**src/rtl/core_idle_seq.sv**
```systemverilog
module core_idle_seq #(
  parameter int SETTLE_CYC = 4
) (
  input  logic       clk,
  input  logic       rst_n,
  input  logic       idle_req,
  input  logic [2:0] idle_target,
  input  logic       lowfreq_hint,
  input  logic       wake,
  input  logic       flush_done,
  input  logic       save_done,
  input  logic       restore_done,
  output logic       clk_en,
  output logic       snoop_en,
  output logic       flush_req,
  output logic       save_req,
  output logic       restore_req,
  output logic       vdd_on,
  output logic       lowfreq_req,
  output logic       busy,
  output logic [2:0] cstate
);
  localparam int CW = $clog2(SETTLE_CYC + 1);
  localparam logic [CW-1:0] CNT_LAST = CW'(SETTLE_CYC - 1);

  typedef enum logic [3:0] {
    S_RUN, S_HALT, S_FLUSH, S_DEEP, S_SAVE, S_GATED, S_VUP, S_RESTORE, S_UNGATE
  } st_t;

  st_t st;
  logic to_gated, lf_q;
  logic [CW-1:0] cnt;
  logic start;

  assign start = idle_req && !wake;

  always_ff @(posedge clk) begin
    if (!rst_n) begin
      st <= S_RUN;
      to_gated <= 1'b0;
      lf_q <= 1'b0;
      cnt <= '0;
    end else begin
      case (st)
        S_RUN:
          if (start) begin
            case (idle_target)
              3'd1, 3'd2: begin st <= S_HALT; lf_q <= lowfreq_hint; end
              3'd3: begin st <= S_FLUSH; to_gated <= 1'b0; end
              3'd6: begin st <= S_FLUSH; to_gated <= 1'b1; end
              default: ;
            endcase
          end
        S_HALT:
          if (wake) begin st <= S_RUN; lf_q <= 1'b0; end
        S_FLUSH:
          if (wake) st <= S_RUN;
          else if (flush_done) st <= to_gated ? S_SAVE : S_DEEP;
        S_DEEP:
          if (wake) st <= S_UNGATE;
        S_SAVE:
          if (wake) st <= S_UNGATE;
          else if (save_done) st <= S_GATED;
        S_GATED:
          if (wake) begin st <= S_VUP; cnt <= '0; end
        S_VUP:
          if (cnt == CNT_LAST) st <= S_RESTORE;
          else cnt <= cnt + 1'b1;
        S_RESTORE:
          if (restore_done) st <= S_UNGATE;
        S_UNGATE:
          st <= S_RUN;
        default:
          st <= S_RUN;
      endcase
    end
  end

  assign clk_en      = st inside {S_RUN, S_HALT, S_FLUSH, S_UNGATE};
  assign snoop_en    = st inside {S_RUN, S_HALT, S_FLUSH};
  assign flush_req   = st == S_FLUSH;
  assign save_req    = st == S_SAVE;
  assign restore_req = st == S_RESTORE;
  assign vdd_on      = st != S_GATED;
  assign lowfreq_req = (st == S_HALT) && lf_q;
  assign busy        = st inside {S_FLUSH, S_SAVE, S_VUP, S_RESTORE, S_UNGATE};
  assign cstate      = (st == S_HALT)  ? 3'd1 :
                       (st == S_DEEP)  ? 3'd3 :
                       (st == S_GATED) ? 3'd6 : 3'd0;
endmodule

```
**config.mk**
```make
export PLATFORM = sky130hd
export DESIGN_NAME = core_idle_seq
export DESIGN_NICKNAME = d
export VERILOG_FILES = /design/src/rtl/core_idle_seq.sv
export SDC_FILE = /design/constraint.sdc
export NUM_CORES = 1
export LEC_CHECK = 0
export CORE_AREA = 10 10 54 56
export CTS_CLUSTER_DIAMETER = 150
export DETAILED_ROUTE_END_ITERATION = 10
export DIE_AREA = 0 0 64 66
export HOLD_SLACK_MARGIN = 0.06
export PLACE_DENSITY = 0.72
export SETUP_SLACK_MARGIN = 0.05
export SYNTH_ARGS = -nofsm -noshare
export SYNTH_HDL_FRONTEND = slang
export SYNTH_SLANG_ARGS = --single-unit
```
**constraint.sdc**
```tcl
create_clock -name clk -period 1.6 [get_ports clk]
set_input_delay 0.32 -clock clk [delete_from_list [all_inputs] [get_ports clk]]
set_output_delay 0.32 -clock clk [all_outputs]
set_load 0.01 [all_outputs]
```
==> results.toml, run 1 <==
[outcome]
outcome = "complete, but fails checks"
violations = "setup timing"

[global_route]
grt_pass1_vias = 931
grt_overflow = 0
grt_max_degree = 12
grt_first_pass_wirelength_mm = 4.31
antenna_found_initial = 0
grtUsageTotal_pct = 12.1

[logic_synthesis]
syn_avg_cell_area_um2 = 7.56
synth_most_common_cell = "nor2_1"
yosysWarningCount = 0
syn_area_um2 = 840
synth_area_leader_cell = "dfxtp_1"
synthFlopType = "dfxtp_1"
syn_nets = 124
synthTopCellsByCount = "nor2_1, dfxtp_1, nand2_1"
synth_edf_count = 0
synth-async-reset-ratio_pct = 0
synth.distinct_cells = 40
yosysSeqAreaShare_pct = 21.5
syn_inst = 111
ys_top_cells_by_area = "dfxtp_1, nor2_1, mux2i_1"
synth-seq-cells = 9
synth_top_area_share_pct = 21.5

[floorplanning]
die_w_um = 64
start_util_pct = 44.1
rows = 16
die_area_um2 = 4220
core-area_um2 = 1900
io_pins = 22
die_height_um = 66

[sta]
tns_ns = -0.186
fin_crit_sh_pct = 103
setup_slack_ns = -0.0521
period_minus_slack_ns = 1.65
max_freq_mhz = 605
tightest_slew_ns = 0.350
setup_viol = 6
fin_skew_ns = 0.00705
slew_headroom_pct = 76.5
maxSlewViolCount = 0
timing_hold_violations_final = 0
rsz0062_at_grt = "true"

[routing]
dr.pass1.iters = 4
drc = 0
drtIter0Drc = 33
wl_per_cell_um = 16.0
ant_nets = 0
route.vias.total = 993
avgViaCountPerCell = 5.40
drt_wl_total_mm = 2.95

[clocking]
root_buffer = "clkbuf_4"
h-tree-depth = 1
clkTransAtPathRegs_ns = 0.07
clk_latency_ns = 0.26
cts_buffers = 3
cts_tree = "yes"
cts.path.max_buffers = 2
cts_hold_buf = 0
clock_sinks = 9

[worst_setup_path]
path_delay_family = "simple AND/OR/NAND/NOR gates"
worstPathCellList = "buf_6 > or2_4 > buf_6 > or3_4 > nand4_4 > mux2i_1"
crit_fanout = 11
cp_common_cell = "buf_6"
crit_required_ns = 1.78
worst-path-buf-inv = 2
arrival_ns = 1.83
critPathMaxStageDelay_ns = 0.38
crit_type = "register to register"
start_kind = "register"
critPathCaptureType = "register"
reg2reg_slack_ns = -0.05
slowest_stage = "or3_4"

[cells_and_area]
n_fill_cell = 135
nets = 171
area_growth_pct = 70.2
num_antenna_cells = 0
layout-drive-gt1-share_pct = 46.5
fin_area_um2 = 1430

[min_path]
hp-class = "register to register"

[place]
io_buffers = 21
dpl_cell_area_um2 = 1200
gp_congestion = 0.860
dp_hpwl_mm = 2.06

[power_and_ir_drop]
p_per_area_nw_per_um2 = 515
ir_drop_mv = 0.656
p_leak_nw = 0.584

[job]
maxCapViolations = 0
what timing repair did:
item,CTS,global route
cloned,0,1
endpoints found under the setup margin,19,19
setup buffers,1,6
pin swaps,5,12
hold endpoints to repair,0,0
resized for setup,58,31
stage by stage:
| step | hold slack [ns] | total power (W) | setup slack (ns) | std cells | util [%] |
|---|---|---|---|---|---|
| floorplan | 0.442 | 0.000397 | 0.167 | 111 | - |
| global placement | 0.470 | 0.000489 | -0.237 | 172 | 63.0 |
| detailed placement | 0.470 | 0.000499 | -0.303 | 172 | 63.0 |
| CTS | 0.478 | 0.000695 | -0.0916 | 177 | 65.9 |
| global route | 0.525 | 0.000770 | -0.104 | 184 | 75.1 |
| finish | 0.486 | 0.000736 | -0.0521 | 184 | 75.1 |
power by group:
group	switching, W	internal [W]
Clock	0.0000780	0.0000959
Combinational	0.000156	0.000169
Sequential	0.00000655	0.000230
logic make-up (layout without fill, tap and decap cells):
logic type,count (synthesis),in the layout,share of synthesized area [%]
AND/OR/NAND/NOR,53,53,37.9
AO/OA/AOI/OAI,27,27,20.4
buffers and inverters,13,59,9.24
flip-flops,9,9,21.5
multiplexers,4,4,4.77
adder cells (fa/ha/maj),3,3,4.17
XOR/XNOR,2,2,2.09
routing by layer:
| layer | global-route usage, % | wire length (um) |
|---|---|---|
| met2 | 22.8 | 1530 |
| met5 | 0 | 0 |
| met3 | 3.22 | 167 |
| met1 | 13.6 | 1110 |
| met4 | 1.64 | 136 |
area by class of cell:
cell class	instances	area (um2)	area share [%]
Multi-Input combinational cell	89	706	49.4
Tap cell	27	33.8	2.36
Sequential cell	9	190	13.3
Clock buffer	4	26.3	1.84
Timing Repair Buffer	51	458	32.0
Inverter	4	15.0	1.05
sequential cells by signal (all words and copies together), names as in the netlist:
register	count
st	4
to_gated	1
lf_q	1
cnt	3
worst min-delay path, delay by kind of cell (launching register included):
family / cells / cell delay (ns)
AOI/OAI and AO/OA: 2 / 0.14
DFF: 1 / 0.31
worst paths after layout:
path / startpoint / to / cells past startpoint
max: st[0] / st[0] / 6
min: lf_q / lf_q / 2
max reg2reg: st[0] / st[0] / 6
min reg2reg: lf_q / lf_q / 2
layout by cell type (no fill, tap or decap), types with 2 or more instances in the layout:
master            n
clkdlybuf4s50_1   9
nor4_4            3
nand3_1           3
buf_2             8
nand2b_1          2
buf_4            21
nor3b_2           2
nor3_1            2
mux2i_1           4
dfxtp_1           5
a21oi_1           5
nor2b_1           2
o21ai_0           3
inv_1             4
o21ai_1           7
dfxtp_4           2
nand2b_4          2
clkbuf_4          3
ha_1              2
dfxtp_2           2
nor2_4            4
a21oi_2           2
nor2_1           13
nand2_1           9
buf_6            10
(Power assumes the default switching activity.)
==> inputs of run 2 (changes only) <==
- GPL_TIMING_DRIVEN: not set -> 0
==> results.toml, run 2 (synthesis results as in run 1) <==
[outcome]
outcome = "complete, but fails checks"
violations = "setup timing"

[worst_setup_path]
rr_worst_depth = 8
crit_type = "register to output port"
worst-path-buf-inv = 2
arrival_ns = 1.42
crit_fanout = 4
crit_cells = 5
slowest_stage = "dfxtp_2"
critPathCaptureType = "output port"
worstPathCellList = "buf_6 > or2b_4 > nor3_4 > and2_1 > buf_2"
start_kind = "register"
critPathMaxStageDelay_ns = 0.32
reg2reg_to = "st[3]"
r2r-start = "st[1]"
path_delay_family = "simple AND/OR/NAND/NOR gates"
endpoint = "lowfreq_req"
crit_required_ns = 1.28
reg2reg_slack_ns = -0.07
crit_start = "st[3]"

[cells_and_area]
nets = 160
largest-register = "st"
layout-drive-gt1-share_pct = 41.1
area_growth_pct = 49.0
reg_top3 = "st (4), cnt (3)"
fin_area_um2 = 1250
largest_reg_flops = 4
n_fill_cell = 159
final_cell_mix = "nor2_1, buf_4, buf_2, nand2_1"
num_antenna_cells = 0
seqCellArea_um2 = 186
multi_input_area_um2 = 656

[power_and_ir_drop]
p_per_area_nw_per_um2 = 568
p_leak_nw = 0.518
ir_drop_mv = 0.488

[job]
maxCapViolations = 0

[sta]
period_minus_slack_ns = 1.74
fin_skew_ns = 0.00216
setup_viol = 10
timing_hold_violations_final = 0
rsz0062_at_grt = "true"
max_freq_mhz = 576
fin_crit_sh_pct = 108
fin_hold_ws_ns = 0.491
maxSlewViolCount = 0
setup_slack_ns = -0.136
tightest_slew_ns = 0.371
slew_headroom_pct = 75.2

[global_route]
grt_overflow = 0
antenna_found_initial = 0
grt_pass1_vias = 870
grt_max_degree = 11
grtUsageTotal_pct = 11.5
grt_first_pass_wirelength_mm = 4.02

[routing]
drc = 0
ant_nets = 0
wl_per_cell_um = 15.0
drtIter0Drc = 28
avgViaCountPerCell = 5.41
dr.pass1.iters = 4
route.vias.total = 936
drt_wl_total_mm = 2.60

[clocking]
cts_buffers = 3
cts.path.max_buffers = 2
cts_tree = "yes"
clk_latency_ns = 0.26
h-tree-depth = 1
clock_sinks = 9
clkTransAtPathRegs_ns = 0.06
root_buffer = "clkbuf_4"

[floorplanning]
start_util_pct = 44.1
die_area_um2 = 4220
die_height_um = 66
die_w_um = 64
core-area_um2 = 1900
rows = 16
io_pins = 22

[place]
io_buffers = 20
dp_hpwl_mm = 1.73
gp_congestion = 0.852
dpl_cell_area_um2 = 1070

[min_path]
hp-class = "register to register"
holdPathStages = 2
[run 2: cell count changes in the layout (fill, tap and decap cells not counted), moves of 2 or more]
cell / previous run / this run
buf_4: 21 / 12
nor2_2: 1 / 5
clkdlybuf4s50_1: 9 / 7
a21oi_2: 2 / 0
nor2_4: 4 / 1
a21oi_1: 5 / 7
buf_2: 8 / 11
buf_6: 10 / 7
[run 2: cell type report]
cell class / count / area share, %
Buffer: 8 / 6.70
Clock buffer: 4 / 2.10
Inverter: 4 / 1.20
Multi-Input combinational cell: 89 / 52.4
Sequential cell: 9 / 14.9
Tap cell: 27 / 2.70
Timing Repair Buffer: 32 / 20.0
[run 2: where the power goes]
| part | leakage [nW] | total, W | switching (W) | internal [W] |
|---|---|---|---|---|
| Sequential | 0.0745 | 0.000241 | 0.00000851 | 0.000233 |
| Clock | 0.0150 | 0.000178 | 0.0000817 | 0.0000963 |
| Combinational | 0.429 | 0.000292 | 0.000142 | 0.000150 |
[run 2: timing repair]
item                                    4_1_cts  5_1_grt
pin swaps                                     3       11
resized for setup                            60       22
endpoints found under the setup margin       11       19
buffers inserted                              9        3
hold buffers                                  0        0
[run 2: through the flow]
stage	power, W	std cells	setup TNS, ns	util, %	setup WS (ns)
after floorplan	0.000397	111	0	-	0.167
after global placement	0.000465	158	-3.19	56.4	-0.495
after detailed placement	0.000470	158	-3.39	56.4	-0.522
after CTS	0.000693	171	-0.799	61.5	-0.165
after global routing	0.000748	173	-1.44	65.8	-0.190
final	0.000711	173	-0.654	65.8	-0.136
[run 2: worst reg2reg max path, cell delays in order, from the launching register on]
cell and delay, ns:
dfxtp_2 0.33, buf_6 0.14, buf_4 0.15, nand2b_4 0.17, nor4_2 0.06, a211oi_2 0.24, nand4_4 0.18, buf_4 0.17
nor3b_2 0.14
[run 2: how the worst min path moves through the flow]
stage                      start       end
after floorplan            rst_n  to_gated
after global placement      lf_q      lf_q
after detailed placement  cnt[2]    cnt[2]
after CTS                 cnt[2]    cnt[2]
after global routing        lf_q      lf_q
final                     cnt[2]    cnt[2]
[run 2: layer usage]
| layer | track usage, % | vias up | routed length (um) |
|---|---|---|---|
| met3 | 2.03 | 3 | 84 |
| met1 | 12.9 | 451 | 1100 |
| met5 | 0 | - | 0 |
| li1 | - | 463 | - |
| met2 | 21.4 | 19 | 1400 |
| met4 | 3.28 | 0 | 19 |
